$ cat src/rtl/pe_pkg.sv
package pe_pkg;
  localparam int MAX_W  = 64;
  localparam int MAX_IW = 6;

  typedef struct packed {
    logic              hit;
    logic [MAX_IW-1:0] idx;
  } pe_hit_t;

  // highest set bit of a vector, searched from the top down
  function automatic pe_hit_t top_set(input logic [MAX_W-1:0] v);
    pe_hit_t r;
    r.hit = 1'b0;
    r.idx = '0;
    for (int i = MAX_W - 1; i >= 0; i--) begin
      if (v[i] && !r.hit) begin
        r.hit = 1'b1;
        r.idx = MAX_IW'(i);
      end
    end
    return r;
  endfunction

  // OR-reduce a set of inverted code words, column by column
  function automatic logic [MAX_IW-1:0] or_words(input logic [MAX_W-1:0][MAX_IW-1:0] w,
                                                 input int n);
    logic [MAX_IW-1:0] acc;
    acc = '0;
    for (int k = 0; k < MAX_W; k++) begin
      if (k < n) acc = acc | w[k];
    end
    return acc;
  endfunction
endpackage

$ cat src/rtl/pe_slice.sv
module pe_slice #(
  parameter int W  = 8,
  parameter int IW = $clog2(W)
) (
  input  logic [W-1:0]  req_n,
  input  logic          en_n,
  output logic [IW-1:0] code_n,
  output logic          gs_n,
  output logic          eo_n
);
  logic [pe_pkg::MAX_W-1:0] req_hi;
  pe_pkg::pe_hit_t          found;
  logic                     slice_on;
  logic                     any_req;
  logic [IW-1:0]            hit_idx;

  always_comb begin
    req_hi   = '0;
    req_hi[W-1:0] = ~req_n;
    found    = pe_pkg::top_set(req_hi);
    slice_on = ~en_n;
    any_req  = found.hit;
    hit_idx  = found.idx[IW-1:0];
  end

  assign code_n = (slice_on && any_req) ? ~hit_idx : '1;
  assign gs_n   = ~(slice_on && any_req);
  assign eo_n   = ~(slice_on && !any_req);

  // checks against the slice pins
  always_comb begin
    if (en_n) begin
      p_slice_quiet_r1: assert (code_n == '1 && gs_n && eo_n)
        else $error("R1 slice disabled but an output is active");
    end
    p_slice_excl_r3: assert (gs_n || eo_n)
      else $error("R3 slice gs_n and eo_n low together");
    if (!en_n && &req_n) begin
      p_slice_idle_r2: assert (!eo_n && code_n == '1)
        else $error("R2 idle slice did not pass the enable on");
    end
  end
endmodule

$ cat src/rtl/pe_merge.sv
module pe_merge #(
  parameter int N  = 4,
  parameter int IW = 3,
  parameter int SW = $clog2(N)
) (
  input  logic [N-1:0][IW-1:0] code_n,
  input  logic [N-1:0]         gs_n,
  output logic [SW+IW-1:0]     idx_n,
  output logic                 gs_all_n
);
  logic [pe_pkg::MAX_W-1:0]                   grp_hi;
  logic [pe_pkg::MAX_W-1:0][pe_pkg::MAX_IW-1:0] words;
  pe_pkg::pe_hit_t                            grp;
  logic [pe_pkg::MAX_IW-1:0]                  low_or;
  logic [SW-1:0]                              grp_sel;
  logic [IW-1:0]                              low_bits;

  always_comb begin
    grp_hi = '0;
    words  = '0;
    for (int k = 0; k < N; k++) begin
      grp_hi[k]         = ~gs_n[k];
      words[k][IW-1:0]  = ~code_n[k];
    end
    grp      = pe_pkg::top_set(grp_hi);
    low_or   = pe_pkg::or_words(words, N);
    grp_sel  = grp.idx[SW-1:0];
    low_bits = low_or[IW-1:0];
  end

  assign idx_n    = ~{grp_sel, low_bits};
  assign gs_all_n = &gs_n;

  // the chain must never leave two groups active
  always_comb begin
    p_one_group_r6: assert ($onehot0(~gs_n))
      else $error("R6 more than one slice claims a request");
  end
endmodule

$ cat src/rtl/pe32_cascade.sv
module pe32_cascade #(
  parameter int SLICE_W  = 8,
  parameter int N_SLICES = 4,
  parameter int IW       = $clog2(SLICE_W),
  parameter int SW       = $clog2(N_SLICES),
  parameter int REQ_W    = SLICE_W * N_SLICES
) (
  input  logic [REQ_W-1:0]  req_n,
  input  logic              en_n,
  output logic [SW+IW-1:0]  idx_n,
  output logic              gs_n,
  output logic              eo_n
);
  logic [N_SLICES-1:0]          en_n_s;
  logic [N_SLICES-1:0]          eo_n_s;
  logic [N_SLICES-1:0]          gs_n_s;
  logic [N_SLICES-1:0][IW-1:0]  code_n_s;

  // highest group heads the chain; each idle slice enables the one below
  assign en_n_s[N_SLICES-1] = en_n;

  for (genvar k = 0; k < N_SLICES; k++) begin : g_slice
    if (k < N_SLICES - 1) begin : g_link
      assign en_n_s[k] = eo_n_s[k+1];
    end
    pe_slice #(.W(SLICE_W), .IW(IW)) u_slice (
      .req_n  (req_n[k*SLICE_W +: SLICE_W]),
      .en_n   (en_n_s[k]),
      .code_n (code_n_s[k]),
      .gs_n   (gs_n_s[k]),
      .eo_n   (eo_n_s[k])
    );
  end

  pe_merge #(.N(N_SLICES), .IW(IW), .SW(SW)) u_merge (
    .code_n   (code_n_s),
    .gs_n     (gs_n_s),
    .idx_n    (idx_n),
    .gs_all_n (gs_n)
  );

  assign eo_n = eo_n_s[0];

  always_comb begin
    if (en_n) begin
      p_top_quiet_r1: assert (idx_n == '1 && gs_n && eo_n)
        else $error("R1 encoder disabled but an output is active");
    end
    if (!en_n && &req_n) begin
      p_top_idle_r2: assert (!eo_n && gs_n)
        else $error("R2 idle encoder did not signal empty");
    end
    if (!en_n && !(&req_n)) begin
      p_top_found_r3: assert (!gs_n && eo_n)
        else $error("R3 request present but not flagged");
    end
    if (!en_n && !req_n[REQ_W-1]) begin
      p_top_prio_r5: assert (idx_n == '0)
        else $error("R5 top request did not win");
    end
  end
endmodule

$ cat config.mk
export PLATFORM = sky130hd
export DESIGN_NAME = pe32_cascade
export DESIGN_NICKNAME = d
export VERILOG_FILES = /design/src/rtl/pe_pkg.sv /design/src/rtl/pe_slice.sv /design/src/rtl/pe_merge.sv /design/src/rtl/pe32_cascade.sv
export SDC_FILE = /design/constraint.sdc
export NUM_CORES = 1
export LEC_CHECK = 0
export ABC_AREA = 0
export BUFFER_PORTS_ARGS = -buffer_cell sky130_fd_sc_hd__buf_2
export CAP_MARGIN = 20
export CORE_AREA = 2 2 39 41
export DETAILED_ROUTE_END_ITERATION = 7
export DIE_AREA = 0 0 41 43
export MAX_ROUTING_LAYER = met4
export PLACE_DENSITY = 0.73
export SLEW_MARGIN = 15
export SYNTH_ARGS = -nofsm -noshare
export SYNTH_HDL_FRONTEND = slang
export SYNTH_SLANG_ARGS = --single-unit
$ cat constraint.sdc
create_clock -name vclk -period 4.1
set_clock_uncertainty 0.1 [all_clocks]
set_input_delay 0.615 -clock vclk [all_inputs]
set_output_delay 0.615 -clock vclk [all_outputs]
set_load 0.02 [all_outputs]
==> impl_results.md, run 1 <==
* Status: finished clean
* Non-Filler Instances at 116
* Hold Crit Class: in -> out
* Max_cap viols at 0
* Die Area at between 0.0015 and 0.002 mm^2
* Syn Inst Count at 60
* Part of the power in combinational logic at 100.0%
* Dpl cells at 116
* Drt first pass iters at 4
* Vias in the first global route at roughly 610
* Die height at 43 um
* N_diodes at 0
* Global-route wire length before repair at 2.13 mm
* DPL Wire Length at 1.08 mm
* Syn Area/Cell at 5.78 um^2
* Fmax at 386 MHz
* Share of cells above drive strength 1 at 44.0%
* Tmin final at 2.59 ns
* Post-Synthesis Cell Area at 347 um^2
* Total congestion overflow at 0
* Critical Path Start Type: primary input
* Core area at 0.00138 mm^2
* PostCTS Resize Cnt at 0
* Seq Cell Count at 0
* Vias at 595
* DR DRC count at 0
* Least-Margin Pin Slew at approximately 0.3 ns
* Final nets at 135
* Clock share of power at 0%
* Post-CTS setup buffer count at 0
* Io pins at 40
* Yosys cell types at 23
* Total GRT Usage at 16.2%
* Sequential area share after synthesis at 0%
* DR WL/cell at ~10 um
* I/O Buffers at 40
* Seq pwr share at 0%
* Initial DRC count at 9
* Mapped Nets at between 90 and 100
* Worst endpoint data arrival time at 1.87 ns
* WL final at ~1.2 mm
* Die Wd at between 40 and 50 um
* Maximum VDD drop at between 30 and 40 uV
* Hold_buf cts at 0
* Leak Pwr at 0.000274 uW
* Power Internal at 21.4 uW
* CLK BUF at 0
* Setup TNS Final at 0 ns
* WP data required at between 3 and 4 ns
* Final setup fails at 0
* Avg Vias per Cell at 5.13
* Largest net degree at the start of global routing at 6
* Crit. End Element: output port
* FF/Latch Area at 0 um^2
* Final Hold Fails at 0
* Final ANT Viol Nets at 0
* Worst Path Max Fanout at 4
* Slew Viols, Final at 0
* Initial Util at 25.0%
* Final Cycle Share at between 60% and 70%
* Row count at 14
* Area Growth Syn to Fin at 63.5%
* Pwr dens at between 80 and 90 mW/mm^2
* RSZ-0062 raised after global routing: no
* Synthesis Warnings at 0
* Gpl congestion at 0.857
* Worst setup path class: in -> out
* Switching power at 25.8 uW
* Initial antenna violation count at 0
* Sw Ratio at a little over half
* Slew headroom at 79.7%
[cell type report]
type	count	area (um^2)
fillers	155	817
multi-input cells	54	324
repair buffers	40	200
inverters	6	22.5
well taps	16	20.0
[routing by layer]
layer  share of wire [%]  vias up  GRT usage (%)
met5                   0        -              -
met4                   0        0           2.00
met3                 7.4        0           1.05
met2                  50       23           28.1
met1                  42      254           19.9
li1                    -      318              -
[stage by stage]
| step | power, uW | setup slack, ns | utilization, % | hold WS, ns | cell area [um^2] |
|---|---|---|---|---|---|
| floorplan | 19.8 | 1.50 | - | 1.32 | 347 |
| global placement | 46.4 | 1.55 | 41.0 | 1.54 | 567 |
| detailed placement | 47.3 | 1.50 | 41.0 | 1.54 | 567 |
| CTS | 47.4 | 1.50 | 41.0 | 1.54 | 567 |
| global route | 53.4 | 1.39 | 41.0 | 1.58 | 567 |
| finish | 47.2 | 1.51 | 41.0 | 1.54 | 567 |
[critical path, cell delays in order]
cell,delay [ns]
buf_2,0.10
nand4_2,0.15
nor4_4,0.36
o21ai_0,0.20
o22ai_1,0.20
a211oi_1,0.06
buf_2,0.17
[power groups by stage]
stage	clock (uW)	combinational, uW	sequential (uW)
final	0	47.2	0
after global routing	0	53.4	0
after CTS	0	47.4	0
after detailed placement	0	47.3	0
after global placement	0	46.4	0
after floorplan	0	19.8	0
[synth_stat cells]
cell type | count | area, um^2
nand4_1 | 4 | 25.0
a21oi_1 | 1 | 5.00
nand2_2 | 1 | 6.26
nor2b_1 | 2 | 12.5
nor4_4 | 1 | 21.3
nand3_1 | 1 | 5.00
nor3_1 | 1 | 5.00
o22a_2 | 1 | 10.0
nor2_1 | 4 | 15.0
a32oi_1 | 1 | 8.76
or3_1 | 1 | 6.26
a41oi_1 | 1 | 8.76
o22ai_1 | 1 | 6.26
o311ai_0 | 1 | 8.76
inv_1 | 6 | 22.5
nand2_1 | 13 | 48.8
o21ai_0 | 8 | 40.0
a221oi_1 | 1 | 8.76
a211oi_1 | 1 | 7.51
o311a_1 | 1 | 10.0
o2111ai_1 | 1 | 8.76
nand4_2 | 1 | 12.5
a31oi_1 | 7 | 43.8
[final timing paths]
| path | from | endpoint | slack [ns] | depth (start not counted) |
|---|---|---|---|---|
| setup / recovery | req_n[29] | idx_n[0] | 1.51 | 7 |
| hold / removal | req_n[0] | eo_n | 1.54 | 5 |
[kinds of logic (layout without fill, tap and decap cells)]
logic type | Yosys count | count (layout) | synth area share (%)
buffers and inverters | 6 | 46 | 6.50
AOI/OAI and AO/OA | 25 | 25 | 48.0
and+or+nand+nor | 29 | 29 | 45.5
[layout by cell type (no fill, tap or decap), types with 2 or more instances in the layout]
cell / n
nor2_1: 4
o21ai_0: 8
nor2b_1: 2
buf_2: 40
a31oi_1: 7
nand2_1: 13
nand4_1: 4
inv_1: 6
No activity file was read; power rests on OpenSTA's default activity.
==> run 2, diff against run 1 <==
Settings changed: PLACE_DENSITY 0.73 to 0.76.
Clock period 4.1 ns to 2.2 ns, I/O delays scaled along.
==> run 2 against run 1 <==
Net effect:
- die area stayed put
- cell count unchanged
- largest cell class unchanged
- utilization is the same
- sequential share of layout area is the same
- via count up 1.2%
- first-iteration DRC count is 67% lower
==> impl_results.md, run 2 (synthesis results as in run 1) <==
* Switching power at 47.9 uW (+86%)
* Core area at 0.00138 mm^2 (unchanged)
* Critical path depth at 7 (unchanged)
* Avg Vias per Cell at 5.19 (+1.2%)
* RSZ-0062 raised after global routing: no
* Initial Util at 25.0% (unchanged)
* DPL Wire Length at 1.07 mm (-0.89%)
* FF/Latch Area at 0 um^2 (unchanged)
* Post-CTS setup buffer count at 0 (unchanged)
* Final nets at 135 (unchanged)
* Max_cap viols at 0 (unchanged)
* Hold_buf cts at 0 (unchanged)
* Sw Ratio at 54.6% (-0.078 points)
* Row count at 14 (unchanged)
* Gpl congestion at 0.848 (-1.1%)
* Status: finished clean
* Cell mode on critical path: buf_2
* Final Cycle Share at 92.2%
* Seq pwr share at 0% (unchanged)
* PostCTS Resize Cnt at 0 (unchanged)
* Die Wd at 41 um (unchanged)
* CP Cell Sequence: buf_2 > nand4_2 > nor4_4 > o21ai_0 > o22ai_1 > a211oi_1 > buf_2
* Pwr dens at 155 mW/mm^2 (+86%)
* N_diodes at 0 (unchanged)
* Total GRT Usage at 15.5% (-0.72 points)
* Worst hold slack at 0.966 ns (-0.571 ns)
* Die height at 43 um (unchanged)
* Global-route wire length before repair at 2.01 mm (-5.6%)
* Least-Margin Pin Slew at 0.321 ns (+0.0191 ns)
* Worst endpoint data arrival time at 1.60 ns (-0.27 ns)
* Part of the power in combinational logic at 100.0% (about the same)
* Setup crit end: idx_n[0]
* DR DRC count at 0 (unchanged)
* Power Internal at 39.8 uW (+86%)
* Drt first pass iters at 2 (-2)
* Seq Cell Count at 0 (unchanged)
* Leak Pwr at 0.000274 uW (unchanged)
* Die Area at 0.00176 mm^2 (unchanged)
* WL final at 1.14 mm (-2.5%)
* Worst Path Max Fanout at 4 (unchanged)
* Slowest CP cell: nor4_4
* Clock share of power at 0% (unchanged)
* Vias in the first global route at 569 (-6.9%)
* Final setup fails at 0 (unchanged)
* Fmax at between 400 and 500 MHz
* Initial DRC count at 3 (-6)
* Final Hold Fails at 0 (unchanged)
* Slowest cell delay on critical path at 0.36 ns (about the same)
* CLK BUF at 0 (unchanged)
* Slew headroom at 78.6% (-1.0 points)
* Io pins at 40 (unchanged)
* Delay-heaviest family, CP: simple AND/OR/NAND/NOR gates
* Initial antenna violation count at 0 (unchanged)
* Most frequent cells in the layout: buf_2 (40), nand2_1 (13), o21ai_0 (8)
* Tmin final at slightly above 2 ns
* Setup TNS Final at 0 ns (unchanged)
* Crit. End Element: output port
* Total congestion overflow at 0 (unchanged)
* DR WL/cell at 9.86 um (-2.5%)
* Area Growth Syn to Fin at 63.5% (unchanged)
* WP data required at 1.77 ns (-1.61 ns)
* Crit path launch: req_n[29]
* Worst setup path class: in -> out
* Most common cell after layout, fill and taps aside: buf_2
* Critical Path Start Type: primary input
* Largest net degree at the start of global routing at 6 (unchanged)
* Slew Viols, Final at 0 (unchanged)
* Share of cells above drive strength 1 at 44.0% (unchanged)
* Hold Crit Class: in -> out
* I/O Buffers at 40 (unchanged)
* CP bufs+invs at 2 (unchanged)
* Maximum VDD drop at 47.5 uV (+32%)
* Final ANT Viol Nets at 0 (unchanged)
* Vias at 602 (+1.2%)
[run 2: cell counts in the layout (fill, tap and decap cells not counted)]
Identical to the previous run, type by type.
[run 2: worst min-delay path by stage]
stage	startpoint	endpoint	slack, ns	depth (start not counted)
after floorplan	en_n	idx_n[2]	0.75	1
after global placement	req_n[0]	eo_n	0.97	5
after detailed placement	req_n[0]	eo_n	0.97	5
after CTS	req_n[0]	eo_n	0.97	5
after global routing	req_n[1]	eo_n	1.01	5
final	req_n[0]	eo_n	0.97	5
[run 2: layer usage]
| layer | routed length (um) | up-vias | GRT usage [%] |
|---|---|---|---|
| met5 | 0 | - | - |
| met4 | 16 | 0 | 3.33 |
| met2 | 564 | 21 | 27.2 |
| li1 | - | 317 | - |
| met3 | 89 | 2 | 0 |
| met1 | 473 | 262 | 18.7 |
[run 2: cell type report]
type               instances  area (um^2)
inverters                  6         22.5
repair buffers            40          200
fillers                  163          817
multi-input cells         54          324
well taps                 16         20.0
[run 2: power by group through the flow]
stage	Clock (uW)	Combinational (uW)	Sequential [uW]
floorplan	0	36.8	0
global placement	0	86.0	0
detailed placement	0	88.1	0
CTS	0	88.2	0
global route	0	99.3	0
finish	0	87.7	0
[run 2: per-stage QoR]
stage | instance area (um^2) | cells | setup slack, ns | utilization, % | power, uW
finish | 567 | 116 | 0.173 | 41.0 | 87.7
global placement | 567 | 116 | 0.220 | 41.0 | 86.0
global route | 567 | 116 | 0.0279 | 41.0 | 99.3
CTS | 567 | 116 | 0.176 | 41.0 | 88.2
floorplan | 347 | 60 | 0.167 | - | 36.8
detailed placement | 567 | 116 | 0.178 | 41.0 | 88.1
==> run 3, diff against run 2 <==
==> constraint.sdc (replaced) <==
create_clock -name vclk -period 2.2
set_clock_uncertainty 0.1 [all_clocks]
set_input_delay 0.66 -clock vclk [all_inputs]
set_output_delay 0.66 -clock vclk [all_outputs]
set_load 0.02 [all_outputs]
==> run 3 against run 2 <==
Net effect:
- the flow now finishes with violations (setup timing)
- power increased by 58%
- critical path depth rose by 1
- via count rose by 22%
- flip-flop and latch count is the same
- critical endpoint unchanged
- largest cell class is now non-clock buffers
- highest routed layer unchanged
==> impl_results.md, run 3 (synthesis results as in run 1) <==
* Row count at 14 (unchanged)
* Initial Util at 25.0% (unchanged)
* Tot Pwr at 139 uW (+58%)
* N_diodes at 0 (unchanged)
* Least-Margin Pin Slew at 0.401 ns (+0.0805 ns)
* Fmax at 376 MHz (-24%)
* Total congestion overflow at 0 (unchanged)
* Final ANT Viol Nets at 0 (unchanged)
* Tmin final at 2.66 ns (+0.632 ns)
* Seq Cell Count at 0 (unchanged)
* Final Core Density at 67.1% (+26 points)
* Worst setup path class: in -> out
* Leak Pwr at 0.000445 uW (+63%)
* DR WL/cell at 11.6 um (+17%)
* Max_cap viols at 0 (unchanged)
* DR DRC count at 0 (unchanged)
* Vias at 733 (+22%)
* Maximum VDD drop at 71.2 uV (+50%)
* Slew Viols, Final at 0 (unchanged)
* Share of cells above drive strength 1 at 64.6% (+21 points)
* Largest net degree at the start of global routing at 5 (-1)
* Final Hold Fails at 0 (unchanged)
* Critical Path Start Type: primary input
* Hold_buf cts at 0 (unchanged)
* Most common cell after layout, fill and taps aside: buf_4
* Fillers at 118 (-28%)
* Initial DRC count at 16 (+13)
* Pwr dens at 149 mW/mm^2 (-3.4%)
* Final Cycle Share at 121% (+29 points)
* Hold Path Stages at 4 (-1)
* Die Wd at 41 um (unchanged)
* Hold Crit Class: in -> out
* Global-route wire length before repair at 2.30 mm (+15%)
* DPL Wire Length at 1.27 mm (+18%)
* FF/Latch Area at 0 um^2 (unchanged)
* Crit. End Element: output port
* CLK BUF at 0 (unchanged)
* Avg Vias per Cell at 5.13 (-1.2%)
* Drt first pass iters at 4 (+2)
* Status: complete, but fails checks
* Slew headroom at 72.9% (-5.7 points)
* Io pins at 40 (unchanged)
* Total GRT Usage at 18.1% (+2.7 points)
* WP data required at 1.44 ns (-0.33 ns)
* WL final at 1.65 mm (+44%)
* Core area at 0.00138 mm^2 (unchanged)
* Die Area at 0.00176 mm^2 (unchanged)
* I/O Buffers at 40 (unchanged)
* Vias in the first global route at 645 (+13%)
* Final setup fails at 7 (+7)
* Setup ws final at -0.460 ns (-0.632 ns)
* Failing checks: setup timing
* Die height at 43 um (unchanged)
* Most frequent cells in the layout: buf_4 (30), buf_2 (26), nand2_1 (12)
* Multi-input gate area at 399 um^2 (+23%)
* Worst endpoint data arrival time at 1.90 ns (+0.30 ns)
* Worst Path Max Fanout at 3 (-1)
* Area Growth Syn to Fin at 168%
* Final nets at 162 (+20%)
* Initial antenna violation count at 0 (unchanged)
* RSZ-0062 raised after global routing: yes
* Gpl congestion at 0.846 (-0.22%)
-- run 3: cell count changes in the layout (fill, tap and decap cells not counted), sizes merged --
cell / change
buf: +27
-- run 3: routing by layer --
metal	part of all wire, %	up-vias	track usage, %
met3	6.6	2	0
met4	0.97	0	2.00
met5	0	-	-
met2	54	32	34.4
li1	-	372	-
met1	38	327	20.3
-- run 3: through the flow --
| stage | instances | instance area, um^2 | setup slack [ns] | TNS, ns | hold WS, ns |
|---|---|---|---|---|---|
| after floorplan | 60 | 400 | -0.237 | -0.930 | 1.41 |
| after global placement | 139 | 793 | -0.420 | -2.54 | 1.66 |
| after detailed placement | 139 | 793 | -0.507 | -2.92 | 1.68 |
| after CTS | 142 | 870 | -0.411 | -2.53 | 1.68 |
| after global routing | 143 | 928 | -0.505 | -3.07 | 1.70 |
| final | 143 | 928 | -0.460 | -2.74 | 1.67 |
-- run 3: critical path: stages --
cell and delay [ns]:
buf_8 0.08, nand4_4 0.12, nor4_4 0.39, buf_4 0.18, o21ai_2 0.06, o22ai_2 0.17, a211oi_2 0.06, buf_4 0.18
-- run 3: repair_timing --
action / 4_1_cts / 5_1_grt
resized for setup: 14 / 11
endpoints found under the hold margin: 0 / 0
setup endpoints to repair: 7 / 7
pin swaps: 5 / 8
setup buffers: 3 / 2
-- run 3: path summary, 6_finish.rpt --
| kind | from | to | slack (ns) |
|---|---|---|---|
| worst max-delay path | req_n[31] | idx_n[0] | -0.46 |
| worst min-delay path | req_n[7] | idx_n[0] | 1.67 |
-- run 3: cell type report --
cell class,instances,area share [%]
Inverter,6,2.43
Timing Repair Buffer,67,52.4
Tap cell,16,2.16
Multi-Input combinational cell,54,43.0
-- run 3: report_power, final --
group	switching [uW]	total, uW	internal, uW
registers	0	0	0
logic	60.3	139	78.4
clock network	0	0	0
